## src/rtl/nis_pkg.sv

```systemverilog
package nis_pkg;
  typedef enum logic [3:0] {
    S_IDLE,
    S_RST_CMD,
    S_RST_TWB,
    S_RST_BSY,
    S_CE_GAP,
    S_ID_CMD,
    S_ID_ADR,
    S_ID_TWB,
    S_ID_RD0,
    S_ID_RD1,
    S_DONE
  } nis_state_e;

  localparam logic [7:0] OP_RESET   = 8'hFF;
  localparam logic [7:0] OP_READ_ID = 8'h90;
  localparam logic [7:0] ID_ADDR    = 8'h00;
endpackage

```

## src/rtl/nis_sync.sv

```systemverilog
module nis_sync #(
  parameter int STAGES = 2
) (
  input  logic clk,
  input  logic rst_n,
  input  logic d,
  output logic q
);
  logic [STAGES-1:0] chain_q;
  logic [STAGES-1:0] chain_d;

  always_comb begin
    chain_d[0] = d;
    for (int i = 1; i < STAGES; i++) chain_d[i] = chain_q[i-1];
  end

  generate
    for (genvar g = 0; g < STAGES; g++) begin : g_stage
      always_ff @(posedge clk or negedge rst_n) begin
        if (!rst_n) chain_q[g] <= 1'b0;
        else        chain_q[g] <= chain_d[g];
      end
    end
  endgenerate

  assign q = chain_q[STAGES-1];
endmodule

```

## src/rtl/nis_counter.sv

```systemverilog
module nis_counter #(
  parameter int W = 8
) (
  input  logic         clk,
  input  logic         rst_n,
  input  logic         clr,
  input  logic         en,
  output logic [W-1:0] cnt
);
  logic [W-1:0] cnt_q;
  logic [W-1:0] cnt_d;

  always_comb begin
    cnt_d = cnt_q;
    if (clr)     cnt_d = '0;
    else if (en) cnt_d = cnt_q + 1'b1;
  end

  always_ff @(posedge clk or negedge rst_n) begin
    if (!rst_n) cnt_q <= '0;
    else        cnt_q <= cnt_d;
  end

  assign cnt = cnt_q;

  // phase limits all sit below the counter's top value
  assert_no_wrap_R3: assert property (@(posedge clk) disable iff (!rst_n)
    (en && !clr) |-> (cnt_q != {W{1'b1}}));
endmodule

```

## src/rtl/nis_id_capture.sv

```systemverilog
module nis_id_capture #(
  parameter logic [15:0] EXPECT_ID = 16'hEC76
) (
  input  logic        clk,
  input  logic        rst_n,
  input  logic        clr,
  input  logic        cap_hi,
  input  logic        cap_lo,
  input  logic        judge,
  input  logic [7:0]  byte_in,
  output logic [15:0] id,
  output logic        match
);
  logic [15:0] id_q, id_d;
  logic        match_q, match_d;

  always_comb begin
    id_d    = id_q;
    match_d = match_q;
    if (clr) begin
      id_d    = '0;
      match_d = 1'b0;
    end else begin
      if (cap_hi) id_d[15:8] = byte_in;
      if (cap_lo) id_d[7:0]  = byte_in;
      if (judge)  match_d    = (id_q == EXPECT_ID);
    end
  end

  always_ff @(posedge clk or negedge rst_n) begin
    if (!rst_n) begin
      id_q    <= '0;
      match_q <= 1'b0;
    end else begin
      id_q    <= id_d;
      match_q <= match_d;
    end
  end

  assign id    = id_q;
  assign match = match_q;

  // the two bytes are taken at different moments
  assert_one_capture_R5: assert property (@(posedge clk) disable iff (!rst_n)
    !(cap_hi && cap_lo));
endmodule

```

## src/rtl/nand_init_seq.sv

```systemverilog
module nand_init_seq
  import nis_pkg::*;
#(
  parameter int          T_WP        = 2,
  parameter int          T_WH        = 2,
  parameter int          T_RP        = 2,
  parameter int          T_RH        = 2,
  parameter int          T_WB        = 13,
  parameter int          T_CEH       = 4,
  parameter int          T_BUSY_MAX  = 62500,
  parameter int          SYNC_STAGES = 2,
  parameter logic [15:0] EXPECT_ID   = 16'hEC76
) (
  input  logic        clk,
  input  logic        rst_n,
  input  logic        start,
  output logic        nand_ce_n,
  output logic        nand_cle,
  output logic        nand_ale,
  output logic        nand_we_n,
  output logic        nand_re_n,
  output logic [7:0]  nand_dq_out,
  output logic        nand_dq_oe,
  input  logic [7:0]  nand_dq_in,
  input  logic        nand_rb,
  output logic        init_done,
  output logic        init_err,
  output logic [15:0] flash_id,
  output logic        id_match
);
  localparam int WR_LEN  = T_WP + T_WH;
  localparam int RD_LEN  = T_RP + T_RH;
  localparam int M1      = (WR_LEN > RD_LEN) ? WR_LEN : RD_LEN;
  localparam int M2      = (M1 > T_WB) ? M1 : T_WB;
  localparam int M3      = (M2 > T_CEH) ? M2 : T_CEH;
  localparam int LIM_MAX = (M3 > T_BUSY_MAX) ? M3 : T_BUSY_MAX;
  localparam int CW      = $clog2(LIM_MAX + 1);

  localparam logic [CW-1:0] WR_LAST  = CW'(WR_LEN - 1);
  localparam logic [CW-1:0] RD_LAST  = CW'(RD_LEN - 1);
  localparam logic [CW-1:0] WP_END   = CW'(T_WP);
  localparam logic [CW-1:0] RP_END   = CW'(T_RP);
  localparam logic [CW-1:0] RP_LAST  = CW'(T_RP - 1);
  localparam logic [CW-1:0] WB_LAST  = CW'(T_WB - 1);
  localparam logic [CW-1:0] CEH_LAST = CW'(T_CEH - 1);
  localparam logic [CW-1:0] BSY_LAST = CW'(T_BUSY_MAX - 1);

  nis_state_e    state_q, state_d;
  logic          auto_q, auto_d;
  logic          err_q, err_d;
  logic [CW-1:0] cnt;
  logic          cnt_clr;
  logic          rb_s;
  logic          launch;
  logic          cap_hi, cap_lo, judge;
  logic          wr_phase, rd_phase;

  nis_sync #(.STAGES(SYNC_STAGES)) u_rb_sync (
    .clk  (clk),
    .rst_n(rst_n),
    .d    (nand_rb),
    .q    (rb_s)
  );

  nis_counter #(.W(CW)) u_phase_cnt (
    .clk  (clk),
    .rst_n(rst_n),
    .clr  (cnt_clr),
    .en   (1'b1),
    .cnt  (cnt)
  );

  nis_id_capture #(.EXPECT_ID(EXPECT_ID)) u_id (
    .clk    (clk),
    .rst_n  (rst_n),
    .clr    (launch),
    .cap_hi (cap_hi),
    .cap_lo (cap_lo),
    .judge  (judge),
    .byte_in(nand_dq_in),
    .id     (flash_id),
    .match  (id_match)
  );

  // next-state logic
  always_comb begin
    state_d = state_q;
    launch  = 1'b0;
    cap_hi  = 1'b0;
    cap_lo  = 1'b0;
    judge   = 1'b0;
    unique case (state_q)
      S_IDLE: if (auto_q || start) begin
        state_d = S_RST_CMD;
        launch  = 1'b1;
      end
      S_RST_CMD: if (cnt == WR_LAST)  state_d = S_RST_TWB;
      S_RST_TWB: if (cnt == WB_LAST)  state_d = S_RST_BSY;
      S_RST_BSY: begin
        if (rb_s)                  state_d = S_CE_GAP;
        else if (cnt == BSY_LAST)  state_d = S_DONE;
      end
      S_CE_GAP:  if (cnt == CEH_LAST) state_d = S_ID_CMD;
      S_ID_CMD:  if (cnt == WR_LAST)  state_d = S_ID_ADR;
      S_ID_ADR:  if (cnt == WR_LAST)  state_d = S_ID_TWB;
      S_ID_TWB:  if (cnt == WB_LAST)  state_d = S_ID_RD0;
      S_ID_RD0: begin
        cap_hi = (cnt == RP_LAST);
        if (cnt == RD_LAST) state_d = S_ID_RD1;
      end
      S_ID_RD1: begin
        cap_lo = (cnt == RP_LAST);
        if (cnt == RD_LAST) begin
          state_d = S_DONE;
          judge   = 1'b1;
        end
      end
      S_DONE:  state_d = S_IDLE;
      default: state_d = S_IDLE;
    endcase
  end

  always_comb begin
    auto_d = auto_q;
    err_d  = err_q;
    if (launch) begin
      auto_d = 1'b0;
      err_d  = 1'b0;
    end else if (state_q == S_RST_BSY && !rb_s && cnt == BSY_LAST) begin
      err_d = 1'b1;
    end
  end

  assign cnt_clr = (state_q != state_d) || (state_q == S_IDLE);

  // state registers
  always_ff @(posedge clk or negedge rst_n) begin
    if (!rst_n) begin
      state_q <= S_IDLE;
      auto_q  <= 1'b1;
      err_q   <= 1'b0;
    end else begin
      state_q <= state_d;
      auto_q  <= auto_d;
      err_q   <= err_d;
    end
  end

  // pin decode
  assign wr_phase = (state_q == S_RST_CMD) || (state_q == S_ID_CMD) ||
                    (state_q == S_ID_ADR);
  assign rd_phase = (state_q == S_ID_RD0) || (state_q == S_ID_RD1);

  always_comb begin
    unique case (state_q)
      S_RST_CMD: nand_dq_out = OP_RESET;
      S_ID_CMD:  nand_dq_out = OP_READ_ID;
      default:   nand_dq_out = ID_ADDR;
    endcase
  end

  assign nand_ce_n  = (state_q == S_IDLE) || (state_q == S_CE_GAP) ||
                      (state_q == S_DONE);
  assign nand_cle   = (state_q == S_RST_CMD) || (state_q == S_ID_CMD);
  assign nand_ale   = (state_q == S_ID_ADR);
  assign nand_we_n  = !(wr_phase && (cnt < WP_END));
  assign nand_re_n  = !(rd_phase && (cnt < RP_END));
  assign nand_dq_oe = wr_phase;
  assign init_done  = (state_q == S_DONE);
  assign init_err   = err_q;

  // strobes are mutually exclusive
  assert_one_strobe_R10: assert property (@(posedge clk) disable iff (!rst_n)
    !(!nand_we_n && !nand_re_n));
  // no bus contention while the device drives data
  assert_no_drive_on_read_R10: assert property (@(posedge clk) disable iff (!rst_n)
    !nand_re_n |-> !nand_dq_oe);
  // strobes only with chip selected
  assert_strobe_selected_R4: assert property (@(posedge clk) disable iff (!rst_n)
    (!nand_we_n || !nand_re_n) |-> !nand_ce_n);
  // end-of-sequence pulse lasts one cycle
  assert_done_pulse_R6: assert property (@(posedge clk) disable iff (!rst_n)
    init_done |=> !init_done);
  // an errored sequence never reports a match
  assert_err_no_match_R7: assert property (@(posedge clk) disable iff (!rst_n)
    init_err |-> !id_match);
  // chip enable held low throughout the ready wait
  assert_ce_in_wait_R3: assert property (@(posedge clk) disable iff (!rst_n)
    (state_q == S_RST_BSY && !rb_s && cnt != BSY_LAST) |=> !nand_ce_n);
endmodule

```

## config.mk

```make
export PLATFORM = sky130hd
export DESIGN_NAME = nand_init_seq
export DESIGN_NICKNAME = d
export VERILOG_FILES = /design/src/rtl/nis_pkg.sv /design/src/rtl/nis_sync.sv /design/src/rtl/nis_counter.sv /design/src/rtl/nis_id_capture.sv /design/src/rtl/nand_init_seq.sv
export SDC_FILE = /design/constraint.sdc
export NUM_CORES = 1
export LEC_CHECK = 0
export ABC_AREA = 1
export BUFFER_PORTS_ARGS = -buffer_cell sky130_fd_sc_hd__buf_2
export CAP_MARGIN = 20
export CORE_MARGIN = 2
export CORE_UTILIZATION = 53
export CTS_CLUSTER_DIAMETER = 30
export DETAILED_ROUTE_END_ITERATION = 10
export PLACE_DENSITY_LB_ADDON = 0.05
export SLEW_MARGIN = 20
export SYNTH_ARGS = -nofsm -noshare
export SYNTH_HDL_FRONTEND = slang
export SYNTH_SLANG_ARGS = --single-unit
```

## constraint.sdc

```tcl
create_clock -name clk -period 3.64 [get_ports clk]
set_clock_uncertainty 0.1 [all_clocks]
set_input_delay 0.182 -clock clk [delete_from_list [all_inputs] [get_ports clk]]
set_output_delay 0.182 -clock clk [all_outputs]
set_load 0.02 [all_outputs]
```

==> results.md, run 1 <==
- In this run the number of H-tree levels came out at 2.
- Entering global routing, the biggest net connects 42 pins.
- The horizontal die dimension is 71.43 um.
- The switching share of power is 0.4634.
- Across the VDD grid, the largest voltage drop is 0.3805 mV.
- STA puts the critical path data required time at 3710 ps.
- TritonCTS built the clock tree.
- The detail-routed via count per cell is 5.013.
- The most common library cell in the layout ignoring fill and taps is sky130_fd_sc_hd__nand2_1.
- Synthesis instantiated 30 different standard cells from the library.
- The signed area change from the synthesized netlist to the final layout is 12.15%.
- In the final layout, the multi-input gates occupy 1124 um2.
- The clock passes through at most 2 buffers.
- The time the final worst path needs with I/O delays and setup is 2193 ps.
- The die span in y is 71.43 um.
- The number of failing hold endpoints at the final stage came to 0.
- The critical path goes through nor2_1, o211ai_1, nand2_1, nor2_2, nand2_2, nand2_2, nand2_4, nor2_1.
- The CTS sink count is about 40.
- The hold buffer count at cts is 2.
- The synthesized area is 2410 um2.
- The start point of the critical path is state_q[3].
- The standard cell core area is 4354 um2.
- The proportion of layout cells with a drive suffix above 1 is 0.2733.
- The sequential fraction of the synthesis area is 0.4263.
- After the first detailed-routing iteration, the DRC count stood at 92.
- The post-CTS setup-driven buffer insertion count is 0.
- The worst slack after detailed placement is 1446 ps.
- The final worst setup slack is between 1000 and 1500 ps.
- The total wire length after detailed routing is 4.844 mm.
- Leaving out fill and tap cells, the most frequent cells in the layout are sky130_fd_sc_hd__nand2_1, sky130_fd_sc_hd__buf_2, sky130_fd_sc_hd__dfrtp_1, sky130_fd_sc_hd__inv_1, sky130_fd_sc_hd__nor2_1.
- The startpoint of the lowest-slack hold path is nand_dq_in[3].
- The sink of the worst hold path is u_id.id[11].
- The run finished with clean final reports.
- The analysis attributes to net switching a power of 924.7 uW.
- Setup repair after global routing left no endpoint under its margin.
- Of the available clock period, the critical path in the final layout requires 0.6025.
- For the worst flop-to-flop path, the logic depth is 8.
- The global-route congestion overflow total is 0.
- For this run, the total global-route usage over all layers was measured as 0.2103.
- The total negative slack for setup checks is 0 ps.
- The cell internal power dissipation is 1.071 mW.
- The top cell family by delay on the critical path is simple AND/OR/NAND/NOR gates.
- The instance count of the mapped netlist is around 280.
- The register bit count reported by yosys is 41.
- The summed area of non-filler cells in the final layout is 2703 um2.
- Gates resized during post-CTS repair numbered 0.
- The slowest stage of the critical path belongs to the cell sky130_fd_sc_hd__o211ai_1.
- The endpoint of the most critical register-to-register path is u_phase_cnt.cnt[4].
- The arrival time of data at the critical path endpoint is 2270 ps.
- In this run the worst path has a maximum fanout of 16.
- Detailed placement ended at an HPWL of 3.548 mm.
- The worst hold slack is 44.92 ps.
- The clock network power share is 0.186.
- The reported max-cap violation count is 0.
- The boundary pin count is 45.
- The number of antenna violations at the first check in global routing is 0.
- The power after layout is 1.995 mW.
- The clock transition at the registers of the reported paths is 80 ps.
- Of the total power, combinational logic draws 0.465.
- The worst hold path belongs to the class input pin to flop.
- For the worst-skew pair, the clock arrives at the later sink with an insertion delay of 300 ps.
- The transition time at the pin with the least slew margin is 1029 ps.
- Summed over all cells, the static leakage comes to 1.287 nW.
- The critical path is of the flop to flop type.
- The number of global-route vias before repair was 1766.
- In this run the power density over the cells is 738.3 nW/um2.
- The effective utilization at floorplan is 0.5534.
- Based on the critical path, the design can be clocked at up to 456.0 MHz.
- The remaining design rule violation count is 0.
- The first global-routing pass estimated 8.328 mm of wire.
- The antenna violation net count after detailed routing is 0.
- The depth of the worst hold-timing path is 3.
- The number of endpoints failing setup at the final stage is 0.
- The count of buffers added on input and output ports is 44.
- CTS placed an instance of sky130_fd_sc_hd__clkbuf_8 at the clock tree root.
- The first-pass iteration count of the detailed router is 4.
- The number of nets in the synthesized netlist is 298.
- The synthesis warning total is 0.
- The sequential share of power is 0.350.
- The number of nets at the end of the flow is ~340.
- The minimum setup slack among reg-to-reg paths is 1450 ps.
- The number of buffers inserted during clock tree synthesis is 5.
- The area after detailed placement is 2571 um2.
- 0 antenna diodes ended up in the layout.
- The die covers 5102 um2.
- The type of element capturing the critical path is a flop.
- The maximum single-stage delay on the critical path is around 470 ps.
- The kind of start point of the critical path is a flop.
- Registers take 1027 um2.
- The total count of max-transition violations in the final report is 0.
- Dividing the detail-routed wire length by the instance count gives 12.95 um.
- Summing over every cut layer, the via total after detailed routing is 1875.
- The final weighted congestion of routability-driven global placement is between 0.8 and 0.9.
- After synthesis, the mean cell area works out to about 8.5 um2.
- The worst slew margin relative to its limit is 0.3108.
- After filler insertion, the fill cell instance count of the layout stands at around 400.
- The worst flop-to-flop path startpoint is state_q[3].
- The number of buffers and inverters on the critical path is 0.
- The site row count is 24.
-- cells in the mapped netlist --
cell type / instances / share of area
sky130_fd_sc_hd__dfstp_2: 1 / 0.011
sky130_fd_sc_hd__buf_2: 2 / 0.0042
sky130_fd_sc_hd__nor2_2: 9 / 0.023
sky130_fd_sc_hd__nor3_1: 5 / 0.010
sky130_fd_sc_hd__o211ai_1: 2 / 0.0062
sky130_fd_sc_hd__o21ai_0: 5 / 0.010
sky130_fd_sc_hd__nand3_1: 14 / 0.029
sky130_fd_sc_hd__nor2_4: 13 / 0.061
sky130_fd_sc_hd__nand2_4: 4 / 0.019
sky130_fd_sc_hd__dfrtp_1: 40 / 0.42
sky130_fd_sc_hd__ha_1: 3 / 0.016
sky130_fd_sc_hd__o22ai_1: 3 / 0.0078
sky130_fd_sc_hd__inv_1: 34 / 0.053
sky130_fd_sc_hd__nand2_1: 49 / 0.076
sky130_fd_sc_hd__nand3b_1: 2 / 0.0062
sky130_fd_sc_hd__buf_12: 1 / 0.0083
sky130_fd_sc_hd__buf_4: 9 / 0.028
sky130_fd_sc_hd__a21oi_1: 3 / 0.0062
sky130_fd_sc_hd__o21ai_1: 18 / 0.037
sky130_fd_sc_hd__inv_2: 2 / 0.0031
sky130_fd_sc_hd__clkbuf_1: 1 / 0.0016
sky130_fd_sc_hd__nand3_2: 2 / 0.0083
sky130_fd_sc_hd__nor4_1: 4 / 0.010
sky130_fd_sc_hd__nor2_1: 23 / 0.036
sky130_fd_sc_hd__nand4_1: 12 / 0.031
sky130_fd_sc_hd__nand2_2: 5 / 0.013
sky130_fd_sc_hd__buf_6: 2 / 0.0093
sky130_fd_sc_hd__nor2_8: 1 / 0.0083
sky130_fd_sc_hd__xor2_1: 12 / 0.044
sky130_fd_sc_hd__xnor2_1: 2 / 0.0073
-- registers in the layout (all words and copies together) (netlist names) --
register           cells
state_q                4
u_id.match             1
auto_q                 1
u_rb_sync.chain_d      1
init_err               1
u_rb_sync.q            1
u_phase_cnt.cnt       16
u_id.id               16
-- routing by layer --
layer	track usage	vias to the layer above	share of wire
li1	-	982	-
met1	0.3097	842	0.50
met4	0.06289	0	0.013
met3	0.05485	5	0.050
met2	0.3066	46	0.43
met5	0	-	0
-- worst max path at each step --
stage | endpoint | slack [ps] | cells after the start
final | u_phase_cnt.cnt[4] | 1450 | 8
after global routing | u_phase_cnt.cnt[3] | 1240 | 8
after CTS | u_phase_cnt.cnt[3] | 1430 | 8
after detailed placement | u_phase_cnt.cnt[3] | 1450 | 8
after global placement | u_phase_cnt.cnt[15] | 1520 | 7
after floorplan | u_phase_cnt.cnt[14] | 1920 | 12
-- kinds of logic (layout without fill, tap and decap cells) --
group,after synthesis,after routing,synth area share
fa+ha+maj,3,3,0.01558
buf+inv,51,90,0.1075
xor+xnor,14,14,0.05088
compound gates,31,31,0.06801
simple gates,143,143,0.3318
flops,41,41,0.4263
-- stage by stage --
stage / std cells / utilization
after global placement: 364 / 0.5905
final: 374 / 0.6207
after detailed placement: 364 / 0.5905
after CTS: 374 / 0.6207
after floorplan: 283 / -
after global routing: 374 / 0.6207
-- area by class of cell --
class / instances / area share
multi-input cells: 191 / 0.4157
clock buffers: 6 / 0.02685
repair buffers: 46 / 0.08889
clock inverters: 2 / 0.01435
flip-flops and latches: 41 / 0.3801
well taps: 52 / 0.02407
inverters: 36 / 0.05000
-- power groups by stage --
stage                     combinational [mW]  sequential (mW)  clock [mW]
after floorplan                        0.658            0.797           0
after global placement                 0.919            0.706           0
after detailed placement               0.931            0.707           0
after CTS                              0.936            0.699       0.380
after global routing                    1.03            0.722       0.399
final                                  0.927            0.698       0.370
-- worst reg2reg max path, cell delays in order (launching register included) --
cell,delay (ps)
sky130_fd_sc_hd__dfrtp_1,460
sky130_fd_sc_hd__nor2_1,250
sky130_fd_sc_hd__o211ai_1,470
sky130_fd_sc_hd__nand2_1,230
sky130_fd_sc_hd__nor2_2,60
sky130_fd_sc_hd__nand2_2,60
sky130_fd_sc_hd__nand2_2,60
sky130_fd_sc_hd__nand2_4,290
sky130_fd_sc_hd__nor2_1,90
No activity file was read; power rests on OpenSTA's default activity.
==> run 2, diff against run 1 <==
- ABC_AREA: 1 -> 0
- CORE_UTILIZATION: 53 -> 49
- clock period: 3.64 -> 1.98 ns (I/O delays scaled with it)
==> run 2 against run 1 <==
Compared with the run above:
- the flow now finishes with violations (negative setup slack)
- clock-buffer cell count rose by 1
- first-iteration DRC count rose by 36%
- global-route usage rose by 3.2 points
- final cell count rose by 6.1%
- die area fell by 0.35%
- power rose by 110%
- worst setup slack got worse by 2000 ps
- critical path depth did not move
- non-clock buffer count rose by 63
- sequential share of layout area fell by 7.3 points
- flip-flop and latch count did not move
- synthesized cell count fell by 13%
- highest routed layer unchanged
==> results.md, run 2 <==
- The global-route congestion overflow total is 0 (unchanged).
- The cell count after placement is 366 (+0.55%).
- The wire length of the first global-routing pass came to 9.673 mm (+16%).
- In the post-synthesis netlist, the biggest area contributors are sky130_fd_sc_hd__dfrtp_1, sky130_fd_sc_hd__nand2_1, sky130_fd_sc_hd__nor2_1, sky130_fd_sc_hd__a21oi_1, sky130_fd_sc_hd__mux2i_1.
- The maximum VDD drop came to 0.7865 mV (+110%).
- The worst-skew pair later-pin latency is 290 ps (about the same).
- TritonCTS built the clock tree.
- The count of non-filler cells in the finished layout was 397 (+6.1%).
- Setup repair after global routing could not meet its margin everywhere.
- The wire length per cell came to 15.29 um (+18%).
- The critical path goes through or4_4, or4_4, buf_6, o41ai_4, or2_4, buf_12, buf_16, nor2_1.
- The maximum root-to-sink buffer count is 2 (unchanged).
- The area after detailed placement is 2749 um2 (+6.9%).
- The number of buffers inserted during clock tree synthesis is 5 (unchanged).
- The total negative slack for setup checks is -16940 ps (-16940 ps).
- The static leakage power is 1.661 nW (+29%).
- The effective utilization at floorplan was 0.5098 (-0.04368).
- The reported max-cap violation count is 0 (unchanged).
- The checks that failed: negative setup slack.
- The standard cell with the maximum stage delay on the critical path is sky130_fd_sc_hd__or4_4.
- The die area is 5084 um2 (-0.35%).
- The transition time at the pin with the least slew margin is 518.6 ps (-510.6 ps).
- The antenna violation net count after detailed routing is 0 (unchanged).
- The total count of max-transition violations in the final report is 0 (unchanged).
- The total wire length after detailed routing came to 6.072 mm (+25%).
- The area of combinational cells with multiple inputs is 1324 um2 (+18%).
- Summed over all instances, the cell type with the most area after synthesis is sky130_fd_sc_hd__dfrtp_1.
- The count of flip-flops with a built-in enable after synthesis is 0 (unchanged).
- The clock transition at the registers of the reported paths is 80 ps (about the same).
- In the layout the commonest cells are sky130_fd_sc_hd__buf_4, sky130_fd_sc_hd__buf_2, sky130_fd_sc_hd__dfrtp_1, sky130_fd_sc_hd__nand2_1, sky130_fd_sc_hd__nor2_1.
- The kind of start point of the critical path is a flop.
- By instance count, the cell type seen most on the critical path is sky130_fd_sc_hd__or4_4.
- For this run, the leading register cell type out of synthesis is sky130_fd_sc_hd__dfrtp_1.
- The count of unique library cells instantiated by Yosys was 40 (+33%).
- The number of global-route vias before repair is 1986 (+12%).
- The count of input and output buffers came to 44 (unchanged).
- The fraction of the cycle the final worst path needs came to 1.263 (+0.6609).
- The number of antenna cells inserted is 0 (unchanged).
- The clock network power share is 0.142 (-0.044).
- The mean area per synthesized cell is 8.986 um2 (+5.5%).
- The CTS sink count was 41 (unchanged).
- The worst hold path belongs to the class input pin to flop.
- The highest clock rate is 399.8 MHz (-12%).
- The standard cell core area is 4354 um2 (unchanged).
- The data required time of the worst path is 2060 ps (-1650 ps).
- The register bit count reported by yosys is 41 (unchanged).
- The sequential fraction of the synthesis area is 0.4628 (+0.03652).
- The time the final worst path needs with I/O delays and setup is 2501 ps (+308.5 ps).
- The HPWL reported at the end of detailed placement was 3.987 mm (+12%).
- The first-pass iteration count of the detailed router is 4 (unchanged).
- The overall routing resource usage is 0.2420 (+0.03168).
- The proportion of layout cells with a drive suffix above 1 was 0.4609 (+0.1876).
- The boundary pin count is 45 (unchanged).
- The number of fill cells is 301 (-24%).
- The number of endpoints failing setup at the final stage is 40 (+40).
- The sequential share of power is 0.306 (-0.044).
- The detail-routed via count per cell is 5.416 (+8.0%).
- The remaining design rule violation count came to 0 (unchanged).
- The buffers plus inverters on the worst setup path is 3 (+3).
- The post-synthesis async set-or-reset flop share is 1.000 (unchanged).
- The areal power density over the cells is 1251 nW/um2 (+69%).
- The root buffer cell chosen for the clock tree is sky130_fd_sc_hd__clkbuf_8.
- The type of element capturing the critical path is a flop.
- The total area of sequential cells is 1028 um2 (+0.12%).
- Compared with the post-synthesis result, the final layout area differs by 51.01%.
- The setup path with the least slack is of type flop to flop.
- The arrival time of data at the critical path endpoint is 2590 ps (+320 ps).
- The proportion of power drawn by combinational gates is 0.552 (+0.087).
- The run finished, with violations left.
- The number of nets at the end of the flow is 359 (+6.8%).
- The total via count after detailed routing is 2150 (+15%).
- The cell family contributing the most delay on the critical path is simple AND/OR/NAND/NOR gates.
- The cell internal power dissipation came to 2.420 mW (+130%).
- The H-tree depth reported by CTS is 2 (unchanged).
- The instance count of the mapped netlist is 247 (-13%).
- The number of failing hold endpoints at the final stage is 0 (unchanged).
- The maximum number of pins on one net before global-route repair is 42 (unchanged).
- The maximum single-stage delay on the critical path is 530 ps (+60 ps).
- The switching share of power was 0.4230 (-0.04037).
- The worst slew margin relative to its limit is 0.6542 (+0.3434).
- The final core utilization came to 0.7698 (+0.1491).
- The final weighted congestion of routability-driven global placement is 0.9339 (+7.5%).
- The site row count came to 24 (unchanged).
- The number of nets in the synthesized netlist is 262 (-12%).
- By count the netlist is led by sky130_fd_sc_hd__dfrtp_1, sky130_fd_sc_hd__nand2_1, sky130_fd_sc_hd__nor2_1, sky130_fd_sc_hd__a21oi_1, sky130_fd_sc_hd__nand3_1.
- The largest driver fanout on the critical path is 8 (-8).
- The detailed router's first-iteration violation count was 125 (+36%).
- The die span in y was 71.31 um (-0.17%).
- The synthesized area is 2220 um2 (-7.9%).
- The most frequently used cell type in the post-synthesis netlist is sky130_fd_sc_hd__dfrtp_1.
- The synthesis warning total is 0 (unchanged).
- The share of Yosys cell area claimed by the top area cell type came to 0.4510 (+0.03559).
- The most common library cell in the layout ignoring fill and taps is sky130_fd_sc_hd__buf_4.
- The summed area of non-filler cells in the final layout is 3352 um2 (+24%).
- The number of antenna violations at the first check in global routing is 0 (unchanged).
- The horizontal die dimension came to 71.31 um (-0.17%).
- The final worst setup slack is -521.4 ps (-1968 ps).
- The net load switching power was 1.774 mW (+92%).
-- run 2: per-stage QoR --
step / hold WS (ps) / setup WS (ps) / power (mW)
after floorplan: -296.6 / -395.8 / 2.440
after global placement: 92.86 / -410.5 / 3.059
after detailed placement: 92.25 / -498.9 / 3.083
after CTS: 105.3 / -594.6 / 3.946
after global routing: 175.2 / -587.7 / 4.448
final: 151.4 / -521.4 / 4.194
-- run 2: timing repair --
| action | CTS | global route |
|---|---|---|
| setup buffers | 4 | 9 |
| hold buffers | 10 | 0 |
| resized for setup | 32 | 40 |
| endpoints found under the hold margin | 56 | 0 |
| cloned | 1 | 0 |
| endpoints found under the setup margin | 40 | 41 |
| pin swaps | 13 | 18 |
-- run 2: worst paths after layout --
path / slack (ps) / depth (start not counted) / startpoint / to
max: -520 / 8 / u_phase_cnt.cnt[15] / u_phase_cnt.cnt[15]
min: 150 / 4 / start / u_id.match
max reg2reg: -520 / 8 / u_phase_cnt.cnt[15] / u_phase_cnt.cnt[15]
min reg2reg: 260 / 0 / u_rb_sync.chain_d[1] / u_rb_sync.q
max in group asynchronous: 1100 / 3 / rst_n / state_q[3]
min in group asynchronous: 310 / 3 / rst_n / u_phase_cnt.cnt[5]
-- run 2: tightest hold or removal path, cell delays in order --
cell and delay, ps:
sky130_fd_sc_hd__buf_2 90, sky130_fd_sc_hd__o21ai_0 150, sky130_fd_sc_hd__nand3_2 110, sky130_fd_sc_hd__o21ai_1 50
-- run 2: final cells by class --
type | instances | share of cell area
tap | 52 | 0.01941
sequential | 41 | 0.3068
inverter | 5 | 0.005599
timing repair buffer | 109 | 0.2430
multi-input combinational | 182 | 0.3949
clock buffer | 7 | 0.02874
clock inverter | 1 | 0.001493
-- run 2: layer usage --
metal,track usage,vias up,share of wire
li1,-,1040,-
met4,0.07547,0,0.014
met5,0,-,0
met3,0.03797,8,0.045
met1,0.3553,1037,0.46
met2,0.3704,65,0.48
-- run 2: cell families after synthesis --
| kind of cell | count (synthesis) | synth area share |
|---|---|---|
| AND/OR/NAND/NOR | 128 | 0.3004 |
| multiplexers | 8 | 0.03608 |
| AO/OA/AOI/OAI | 29 | 0.07216 |
| XOR/XNOR | 14 | 0.05524 |
| adder cells (fa/ha/maj) | 3 | 0.01691 |
| buffers and inverters | 24 | 0.05637 |
| flip-flops | 41 | 0.4628 |
-- run 2: power groups by stage --
| stage | logic, mW | registers, mW | clock network (mW) |
|---|---|---|---|
| after floorplan | 1.04 | 1.40 | 0 |
| after global placement | 1.78 | 1.28 | 0 |
| after detailed placement | 1.80 | 1.29 | 0 |
| after CTS | 2.07 | 1.27 | 0.606 |
| after global routing | 2.48 | 1.32 | 0.641 |
| final | 2.31 | 1.28 | 0.596 |
